==> config.mk <==
export PLATFORM = sky130hd
export DESIGN_NAME = eoi_deact_unit
export DESIGN_NICKNAME = d
export VERILOG_FILES = /design/src/rtl/eoi_pkg.sv /design/src/rtl/eoi_lr_store.sv /design/src/rtl/eoi_match_find.sv /design/src/rtl/eoi_deact_unit.sv
export SDC_FILE = /design/constraint.sdc
export NUM_CORES = 1
export LEC_CHECK = 0
export ABC_AREA = 1
export BUFFER_PORTS_ARGS = -buffer_cell sky130_fd_sc_hd__buf_2
export CAP_MARGIN = 20
export CORE_MARGIN = 2
export CORE_UTILIZATION = 53
export CTS_CLUSTER_SIZE = 10
export DETAILED_ROUTE_END_ITERATION = 8
export PLACE_DENSITY = 0.78
export SYNTH_ARGS = -nofsm -noshare
export SYNTH_HDL_FRONTEND = slang
export SYNTH_SLANG_ARGS = --single-unit
export TNS_END_PERCENT = 30
==> constraint.sdc <==
create_clock -name clk -period 2.2 [get_ports clk]
set_input_delay 0 -clock clk [delete_from_list [all_inputs] [get_ports clk]]
set_output_delay 0 -clock clk [all_outputs]
set_load 0.05 [all_outputs]
==> src/rtl/eoi_pkg.sv <==
package eoi_pkg;

    typedef enum logic {
        REQ_EOI = 1'b0,
        REQ_DIR = 1'b1
    } req_kind_e;

    // Clear the sub-priority bits below the binary point.
    function automatic logic [7:0] prio_preempt(input logic [7:0] prio, input logic [3:0] sh);
        logic [7:0] keep;
        keep = 8'hFF << sh;
        return prio & keep;
    endfunction

endpackage

==> src/rtl/eoi_lr_store.sv <==
module eoi_lr_store #(
    parameter int NLR   = 4,
    parameter int VID_W = 16,
    parameter int PID_W = 10,
    localparam int IDX_W = (NLR > 1) ? $clog2(NLR) : 1
) (
    input  logic                         clk,
    input  logic                         rst_n,
    input  logic                         wr_en,
    input  logic [IDX_W-1:0]             wr_idx,
    input  logic [VID_W-1:0]             wr_vid,
    input  logic [PID_W-1:0]             wr_pid,
    input  logic [7:0]                   wr_prio,
    input  logic                         wr_grp,
    input  logic                         wr_act,
    input  logic                         wr_hw,
    input  logic                         clr_en,
    input  logic [IDX_W-1:0]             clr_idx,
    output logic [NLR-1:0][VID_W-1:0]    vid,
    output logic [NLR-1:0][PID_W-1:0]    pid,
    output logic [NLR-1:0][7:0]          prio,
    output logic [NLR-1:0]               grp,
    output logic [NLR-1:0]               act,
    output logic [NLR-1:0]               hw
);

    logic [NLR-1:0][VID_W-1:0] vid_d, vid_q;
    logic [NLR-1:0][PID_W-1:0] pid_d, pid_q;
    logic [NLR-1:0][7:0]       prio_d, prio_q;
    logic [NLR-1:0]            grp_d, grp_q, act_d, act_q, hw_d, hw_q;

    always_comb begin
        vid_d  = vid_q;
        pid_d  = pid_q;
        prio_d = prio_q;
        grp_d  = grp_q;
        act_d  = act_q;
        hw_d   = hw_q;
        if (clr_en) begin
            act_d[clr_idx] = 1'b0;
        end
        // A write from the acknowledge path wins over a same-cycle clear.
        if (wr_en) begin
            vid_d[wr_idx]  = wr_vid;
            pid_d[wr_idx]  = wr_pid;
            prio_d[wr_idx] = wr_prio;
            grp_d[wr_idx]  = wr_grp;
            act_d[wr_idx]  = wr_act;
            hw_d[wr_idx]   = wr_hw;
        end
    end

    always_ff @(posedge clk) begin
        if (!rst_n) begin
            vid_q  <= '0;
            pid_q  <= '0;
            prio_q <= '0;
            grp_q  <= '0;
            act_q  <= '0;
            hw_q   <= '0;
        end else begin
            vid_q  <= vid_d;
            pid_q  <= pid_d;
            prio_q <= prio_d;
            grp_q  <= grp_d;
            act_q  <= act_d;
            hw_q   <= hw_d;
        end
    end

    assign vid  = vid_q;
    assign pid  = pid_q;
    assign prio = prio_q;
    assign grp  = grp_q;
    assign act  = act_q;
    assign hw   = hw_q;

endmodule

==> src/rtl/eoi_match_find.sv <==
module eoi_match_find #(
    parameter int NLR   = 4,
    parameter int VID_W = 16,
    localparam int IDX_W = (NLR > 1) ? $clog2(NLR) : 1,
    localparam int USE_W = $clog2(NLR + 1)
) (
    input  logic [NLR-1:0][VID_W-1:0] vid,
    input  logic [NLR-1:0]            act,
    input  logic [USE_W-1:0]          used,
    input  logic [VID_W-1:0]          id,
    output logic                      hit,
    output logic [IDX_W-1:0]          hit_idx
);

    logic [NLR-1:0] cand;

    for (genvar i = 0; i < NLR; i++) begin : g_cmp
        assign cand[i] = act[i] && (vid[i] == id) && (USE_W'(i) < used);
    end

    // Lowest index wins: walk downward so the last assignment is the lowest.
    always_comb begin
        hit_idx = '0;
        for (int i = NLR - 1; i >= 0; i--) begin
            if (cand[i]) begin
                hit_idx = IDX_W'(i);
            end
        end
    end

    assign hit = |cand;

endmodule

==> src/rtl/eoi_deact_unit.sv <==
module eoi_deact_unit #(
    parameter int NLR      = 4,
    parameter int VID_W    = 16,
    parameter int PID_W    = 10,
    parameter int CNT_W    = 5,
    parameter int LPI_BASE = 8192,
    localparam int IDX_W = (NLR > 1) ? $clog2(NLR) : 1,
    localparam int USE_W = $clog2(NLR + 1)
) (
    input  logic             clk,
    input  logic             rst_n,
    input  logic             lr_wr_en,
    input  logic [IDX_W-1:0] lr_wr_idx,
    input  logic [VID_W-1:0] lr_wr_vid,
    input  logic [PID_W-1:0] lr_wr_pid,
    input  logic [7:0]       lr_wr_prio,
    input  logic             lr_wr_grp,
    input  logic             lr_wr_act,
    input  logic             lr_wr_hw,
    input  logic [USE_W-1:0] lr_used,
    input  logic             eoi_mode,
    input  logic [2:0]       bpr_g0,
    input  logic [2:0]       bpr_g1,
    input  logic             req_valid,
    input  logic             req_kind,
    input  logic [VID_W-1:0] req_id,
    input  logic             req_grp,
    output logic             drop_req,
    input  logic [7:0]       drop_prio,
    output logic             pdeact_valid,
    output logic [PID_W-1:0] pdeact_id,
    output logic [CNT_W-1:0] eoi_count,
    input  logic [IDX_W-1:0] lr_rd_idx,
    output logic [VID_W-1:0] lr_rd_vid,
    output logic             lr_rd_act
);
    import eoi_pkg::*;

    typedef struct packed {
        logic [CNT_W-1:0] cnt;
        logic             pv;
        logic [PID_W-1:0] pid;
    } out_t;

    out_t out_d, out_q;

    logic [NLR-1:0][VID_W-1:0] e_vid;
    logic [NLR-1:0][PID_W-1:0] e_pid;
    logic [NLR-1:0][7:0]       e_prio;
    logic [NLR-1:0]            e_grp, e_act, e_hw;
    logic                      hit;
    logic [IDX_W-1:0]          hit_idx;
    logic                      clr_en;

    eoi_lr_store #(.NLR(NLR), .VID_W(VID_W), .PID_W(PID_W)) u_store (
        .clk     (clk),
        .rst_n   (rst_n),
        .wr_en   (lr_wr_en),
        .wr_idx  (lr_wr_idx),
        .wr_vid  (lr_wr_vid),
        .wr_pid  (lr_wr_pid),
        .wr_prio (lr_wr_prio),
        .wr_grp  (lr_wr_grp),
        .wr_act  (lr_wr_act),
        .wr_hw   (lr_wr_hw),
        .clr_en  (clr_en),
        .clr_idx (hit_idx),
        .vid     (e_vid),
        .pid     (e_pid),
        .prio    (e_prio),
        .grp     (e_grp),
        .act     (e_act),
        .hw      (e_hw)
    );

    eoi_match_find #(.NLR(NLR), .VID_W(VID_W)) u_find (
        .vid     (e_vid),
        .act     (e_act),
        .used    (lr_used),
        .id      (req_id),
        .hit     (hit),
        .hit_idx (hit_idx)
    );

    logic       is_eoi, is_dir, is_lpi, want, level_ok;
    logic [3:0] shift;

    always_comb begin
        is_eoi = req_valid && (req_kind_e'(req_kind) == REQ_EOI);
        is_dir = req_valid && (req_kind_e'(req_kind) == REQ_DIR);
        is_lpi = req_id >= VID_W'(LPI_BASE);
        want   = !is_lpi && ((is_eoi && !eoi_mode) || (is_dir && eoi_mode));
        shift  = req_grp ? {1'b0, bpr_g1} : ({1'b0, bpr_g0} + 4'd1);
        level_ok = is_dir ||
                   ((e_grp[hit_idx] == req_grp) &&
                    (prio_preempt(e_prio[hit_idx], shift) == drop_prio));
        clr_en = want && hit && level_ok;

        out_d     = out_q;
        out_d.pv  = 1'b0;
        out_d.pid = '0;
        if (want && !hit) begin
            out_d.cnt = out_q.cnt + 1'b1;
        end
        if (clr_en && e_hw[hit_idx]) begin
            out_d.pv  = 1'b1;
            out_d.pid = e_pid[hit_idx];
        end
    end

    always_ff @(posedge clk) begin
        if (!rst_n) begin
            out_q <= '0;
        end else begin
            out_q <= out_d;
        end
    end

    assign drop_req     = is_eoi;
    assign pdeact_valid = out_q.pv;
    assign pdeact_id    = out_q.pid;
    assign eoi_count    = out_q.cnt;
    assign lr_rd_vid    = e_vid[lr_rd_idx];
    assign lr_rd_act    = e_act[lr_rd_idx];

endmodule

== Word-level counts from Yosys, hierarchy flattened ==
Index checks and enable logic that the tools add are counted.

* Output and inout port bits: 34
* Register bits: 164
* Word-level logic and storage cells: 104
* Input port bits: 81

* Muxes and demuxes: 36
* Bitwise gates (word level): 4
* Reduce and logical (&&, ||, !) cells: 27
* Shifts and indexed selects: 1
* Equality and inequality tests: 6
* Add/subtract/negate cells: 2
* Magnitude comparators: 10

{| class="wikitable"
|+ Operators with widths
! kind !! number
|-
| $bwmux W64 || 1
|-
| $eq A16 B16 Y1 || 4
|-
| $bwmux W40 || 1
|-
| $bmux W16 S2 || 1
|-
| $bwmux W32 || 1
|-
| $demux W16 S2 || 1
|-
| $mux W16 || 2
|-
| $bmux W10 S2 || 1
|-
| $demux W10 S2 || 1
|-
| $logic_and A1 B1 Y1 || 20
|-
| $mux W10 || 2
|-
| $bmux W8 S2 || 1
|-
| $demux W8 S2 || 1
|-
| $ge A16 B14 Y1 const B || 1
|-
| $mux W8 || 2
|-
| $bwmux W4 || 3
|-
| $mux W4 || 3
|-
| $mux W11 || 1
|-
| $lt A2 B3 Y1 const B || 3
|-
| $and A8 B8 Y8 || 1
|-
| $eq A8 B8 Y1 || 1
|-
| $mux W2 || 4
|-
| $shl A8 B4 Y8 const A || 1
|-
| $bmux W1 S2 || 3
|-
| 15 further kinds || 26
|}

== Logic depth before layout (Yosys ltp) ==
* Depth in word-level cells: 17
* Gate-level depth with buffers: 26
* Mapped depth without buffers: 24

== Cells and area by module ==
From an unflattened synthesis, not the netlist that was laid out.

* Cell total of the unflattened synthesis: 1284
* Area total of the unflattened synthesis: 8488.1 um^2

{| class="wikitable"
|+ Modules (own cells, without submodules)
! module !! area an instance (um^2) !! cells an instance !! instances !! sequential area each (um^2)
|-
| eoi_lr_store || 5346.4 || 667 || 1 || 2962.8
|-
| eoi_deact_unit || 2095.8 || 397 || 1 || 320.3
|-
| eoi_match_find || 1046.0 || 220 || 1 || 0.0
|}

== Least setup slack after synthesis ==
No wires, ideal clock.

* Kind: register to register
* From: register u_store.vid_q, in the netlist u_store.vid[5]
* To: register out_q, in the netlist pdeact_id[0]
* Clock period less this slack: 2.311 ns
* Cell stages (with the launch flop): 25
* Slack: -0.111 ns
* Arrival time: 2.237 ns
* Buffers on the path: 2
* Library setup time: 0.073 ns
* Data required time: 2.127 ns
* Cell sequence: dfxtp_1 inv_1 nand2_1 nand2_1 nor2_1 nand2_1 nor2_2 nand3_4 nand2_4 inv_4 nand2_4 buf_6 nand3_2 nand2_1 nand2_1 nand2_1 nand2_1 nor2_1 nand2_1 nor2_2 nand2_2 nand2_4 nand3_4 buf_8 a31oi_4

* Longest elaborated chain between the ends: 13
* Elaborated cells on any way between the ends: 22
* Classes of those cells: eq/ne (3); mux (9); bitwise (1); reduce/logical (9)

{| class="wikitable"
|+ Ends and longest elaborated chain
! element !! RTL line !! text
|-
| start, declared || eoi_lr_store.sv:27 || <nowiki>logic [NLR-1:0][VID_W-1:0] vid_d, vid_q;</nowiki>
|-
| start signal, assigned || eoi_lr_store.sv:62 || <nowiki>vid_q <= vid_d;</nowiki>
|-
| $eq A16 B16 Y1 * || eoi_match_find.sv:18 || <nowiki>assign cand[i] = act[i] && (vid[i] == id) && (USE_W'(i) < used);</nowiki>
|-
| $logic_and A1 B1 Y1 * (2 in series) || eoi_match_find.sv:18 ||
|-
| $mux W2 || eoi_match_find.sv:25 || <nowiki>if (cand[i]) begin</nowiki>
|-
| $bmux W8 S2 || eoi_deact_unit.sv:96 || <nowiki>(prio_preempt(e_prio[hit_idx], shift) == drop_prio));</nowiki>
|-
| $mux W8 (not written as such) || eoi_deact_unit.sv:96 ||
|-
| $and A8 B8 Y8 || eoi_pkg.sv:12 || <nowiki>return prio & keep;</nowiki>
|-
| $eq A8 B8 Y1 || eoi_deact_unit.sv:96 ||
|-
| $logic_and A1 B1 Y1 || eoi_deact_unit.sv:95 || <nowiki>((e_grp[hit_idx] == req_grp) &&</nowiki>
|-
| $logic_or A1 B1 Y1 || eoi_deact_unit.sv:94 || <nowiki>level_ok = is_dir ||</nowiki>
|-
| $logic_and A1 B1 Y1 || eoi_deact_unit.sv:97 || <nowiki>clr_en = want && hit && level_ok;</nowiki>
|-
| $logic_and A1 B1 Y1 || eoi_deact_unit.sv:105 || <nowiki>if (clr_en && e_hw[hit_idx]) begin</nowiki>
|-
| $reduce_and A2 Y1 (no line) || - ||
|-
| end signal, assigned || eoi_deact_unit.sv:115 || <nowiki>out_q <= out_d;</nowiki>
|-
| end, declared || eoi_deact_unit.sv:45 || <nowiki>out_t out_d, out_q;</nowiki>
|}

Mark *: on every way between the ends. The rest lies on a longest branch, timed or not. The select of a mux whose other input is x is not followed.
A chain may end at the register's enable or synchronous reset.

== Final worst setup path ==
* From: register u_store.vid_q, in the netlist u_store.vid[24]
* To: register out_q, in the netlist pdeact_id[4]

* Longest elaborated chain between the ends: 14
* Elaborated cells on any way between the ends: 23
* Classes of those cells: eq/ne (3); mux (10); bitwise (1); reduce/logical (9)

{| class="wikitable"
|+ Ends and longest elaborated chain
! element !! RTL line
|-
| $eq A16 B16 Y1 * || eoi_match_find.sv:18
|-
| $logic_and A1 B1 Y1 * (2 in series) || eoi_match_find.sv:18
|-
| $mux W2 (2 in series) || eoi_match_find.sv:25
|-
| $bmux W8 S2 || eoi_deact_unit.sv:96
|-
| $mux W8 (not written as such) || eoi_deact_unit.sv:96
|-
| $and A8 B8 Y8 || eoi_pkg.sv:12
|-
| $eq A8 B8 Y1 || eoi_deact_unit.sv:96
|-
| $logic_and A1 B1 Y1 || eoi_deact_unit.sv:95
|-
| $logic_or A1 B1 Y1 || eoi_deact_unit.sv:94
|-
| $logic_and A1 B1 Y1 || eoi_deact_unit.sv:97
|-
| $logic_and A1 B1 Y1 || eoi_deact_unit.sv:105
|-
| $reduce_and A2 Y1 (no line) || -
|}

Marks and branches as above.

==> results.tsv <==
metric	value	unit
outcome	finished with violations	
failed_checks	negative setup slack	
vias	10510	
n_antenna_cell	0	
fin_nets	1737	
post-route-cell-area	12290	um^2
syn_area	8782	um^2
rsz0062_at_grt	true	
cp_common_cell	nand2_1	
cts_max_level	4	
finalWeightedCongestion	1.041	
ys.flop_type	dfxtp_1	
maxCapViolations	0	
finalMaxSlewViolations	0	
crit_start	u_store.vid[24]$_SDFFE_PN0P_	
crit_required	2.57	ns
antenna_found_initial	0	
post-route-period-util	120.8	%
rows	47	
arrival	3.03	ns
fin_util	74.91	%
reg2reg_slack	-0.46	ns
critPathMaxFanout	5	
cts_sinks	164	
clk_pin_slew	0.07	ns
clk_path_buf_depth	2	
drt_wl_total	32430	um
async_flop_share	0	%
viasPerCell	5.567	
hold_viol	0	
clk_latency	0.44	ns
drcViolationCount	0	
wl_per_cell	17.19	um
clockRootBuffer	clkbuf_16	
die_area	17620	um^2
finalSetupViolations	16	
syn_inst	1327	
yosysSeqAreaShare	37.38	%
grt_pass1_vias	9910	
die_h	132.7	um
ff2ff_path_depth	22	
drt_iter0_drc	1039	
endpoint	pdeact_id[4]$_SDFF_PN0_	
cp-end-kind	register	
worstReg2RegStart	u_store.vid[24]$_SDFFE_PN0P_	
synth_area_leaders	dfxtp_1, nand2_1, o21ai_0	
yosysTopAreaCell	dfxtp_1	
ant_nets	0	
worstPathCellList	xnor2_2, buf_4, nand3_1, nor2_2, nand3_2, inv_2, nand2_8, buf_4, nand3_1, nand3_1, nand3_2, nand2_1, nand2_1, nand2_1, inv_1, nand2_1, nor2_2, nand2_2, nand2_4, nand3_4, buf_12, a31oi_4	
period_minus_slack	2.658	ns
place.detailed.hpwl	22010	um
power.total	7.550	mW
hold_path.class	input port to register	
grt_pass1_wl	50090	um
hold_start	lr_wr_idx[0]	
pin_count	115	
slowest_stage	dfxtp_2	
ys_top_cells_by_count	nand2_1, nor2_1, o21ai_0	
synth_edf_count	0	
ys_seq_elements	164	
synth_fp_nets	1410	
critPathMaxStageDelay	0.34	ns
pre_cts_slack	-0.4755	ns
syn_to_final_growth	39.95	%
relSlewSlack	53.42	%
synth.distinct_cells	42	
track_usage	36.06	%
r2r_end	pdeact_id[4]$_SDFF_PN0_	
fmax	376.2	MHz
peakVddDrop	624.9	uV
drive_gt1_share	32.69	%
grt_max_degree	58	
grt_overflow_total	0	
chipWidth	132.7	um
coreArea	16410	um^2
p_leak	5.624	nW
avgSynthCellArea	6.618	um^2
path_class	register to register	
synth_top_cell_area_share	37.38	%
portBuffers	114	
p_per_area	614.3	nW/um^2
fin_worst_skew	0.01071	ns
yosysWarnings	0	
critPathLaunchType	register	
setup_slack	-0.4584	ns
synth_most_common_cell	nand2_1	
dr.pass1.iters	6	
cts_tree	yes	
tightest_slew	0.6988	ns
initial_utilization	53.53	%
cts_inserted_buffers	17	
placed_cell_area	10920	um^2
placed cells by master, fill, tap and decap left out, types with 3 or more instances in the layout:
cell / n
nand3_1: 37
nor2_1: 202
nor2_4: 10
nand4_1: 16
nor3_1: 6
o22ai_1: 5
nor4_1: 5
xnor2_2: 3
xnor2_1: 7
nand2_4: 3
dfxtp_2: 36
o21ai_0: 181
nand3_2: 10
nand2_2: 41
dlygate4sd3_1: 38
nand3b_1: 4
nand2_8: 3
dfxtp_1: 128
buf_12: 4
inv_2: 30
or2_2: 11
a31oi_4: 9
clkinv_2: 3
nand3_4: 4
a21oi_1: 121
buf_2: 113
inv_1: 105
o211ai_1: 11
nor2_2: 13
clkinv_4: 3
o2111ai_1: 6
buf_4: 214
buf_6: 5
clkbuf_16: 17
nand2_1: 236
where the power goes:
part	switching [mW]	leakage (nW)	internal (mW)
Clock	1.35	0.271	1.53
Combinational	0.872	4.00	0.600
Sequential	0.0876	1.36	3.12
Total	2.31	5.62	5.24
metal layers:
metal | routed length (um) | track usage (%) | up-vias | share of wire (%)
met1 | 12630 | 43.91 | 4826 | 39
met4 | 1466 | 18.04 | 0 | 4.5
li1 | - | - | 4975 | -
met5 | 0 | 0 | - | 0
met3 | 2805 | 7.011 | 125 | 8.6
met2 | 15530 | 60.88 | 579 | 48
stage by stage:
stage | setup TNS [ns] | hold slack, ns | cells
after floorplan | -0.5331 | 0.1349 | 1327
after global placement | -7.077 | 0.2639 | 1798
after detailed placement | -6.612 | 0.2793 | 1798
after CTS | -5.715 | 0.08458 | 1878
after global routing | -9.616 | 0.1327 | 1887
final | -6.429 | 0.1030 | 1887
flip-flops by register name, indices dropped and copies added, names as in the netlist:
| register | flops |
|---|---|
| u_store.prio | 32 |
| u_store.vid | 64 |
| pdeact_id | 10 |
| u_store.pid | 40 |
| u_store.grp | 4 |
| pdeact_valid | 1 |
| u_store.hw | 4 |
| u_store.act | 4 |
| eoi_count | 5 |
logic make-up after synthesis:
| kind of cell | synth area share, % |
|---|---|
| fa+ha+maj | 0.2849 |
| flops | 37.38 |
| compound gates | 22.10 |
| buf+inv | 9.332 |
| xor+xnor | 1.097 |
| simple gates | 29.80 |
worst min path at each step:
stage / to / slack (ns) / cells past startpoint
4_1_cts: u_store.act[2]$_SDFF_PN0_ / 0.08 / 5
3_3_place_gp: u_store.vid[30]$_SDFFE_PN0P_ / 0.26 / 3
2_1_floorplan: u_store.prio[0]$_SDFFE_PN0P_ / 0.13 / 2
6_report: u_store.act[2]$_SDFF_PN0_ / 0.10 / 5
3_5_place_dp: u_store.vid[48]$_SDFFE_PN0P_ / 0.28 / 3
5_1_grt: u_store.act[2]$_SDFF_PN0_ / 0.13 / 5
area by class of cell:
class	instances	area [um^2]
well taps	220	275.3
multi-input cells	959	4925
inverters	138	520.5
flip-flops and latches	164	3328
clock buffers	20	456.7
repair buffers	374	2689
fillers	1256	4116
clock inverters	12	96.34
critical path, delay by kind of cell, from the launching register on:
kind / cells / cell delay (ns)
AOI/OAI and AO/OA: 1 / 0.14
xor gates and xnor gates: 1 / 0.16
buffers and inverters: 5 / 0.65
DFF: 1 / 0.34
and+or+nand+nor: 15 / 1.31
what timing repair did:
| item | 4_1_cts | 5_1_grt |
|---|---|---|
| gates resized for setup | 49 | 58 |
| setup endpoints to repair | 16 | 17 |
| hold buffers | 38 | 0 |
| endpoints found under the hold margin | 149 | 0 |
| gates cloned | 0 | 0 |
| setup buffers | 10 | 9 |
| pin swaps | 30 | 41 |
Power figures use the tool's default switching activity.
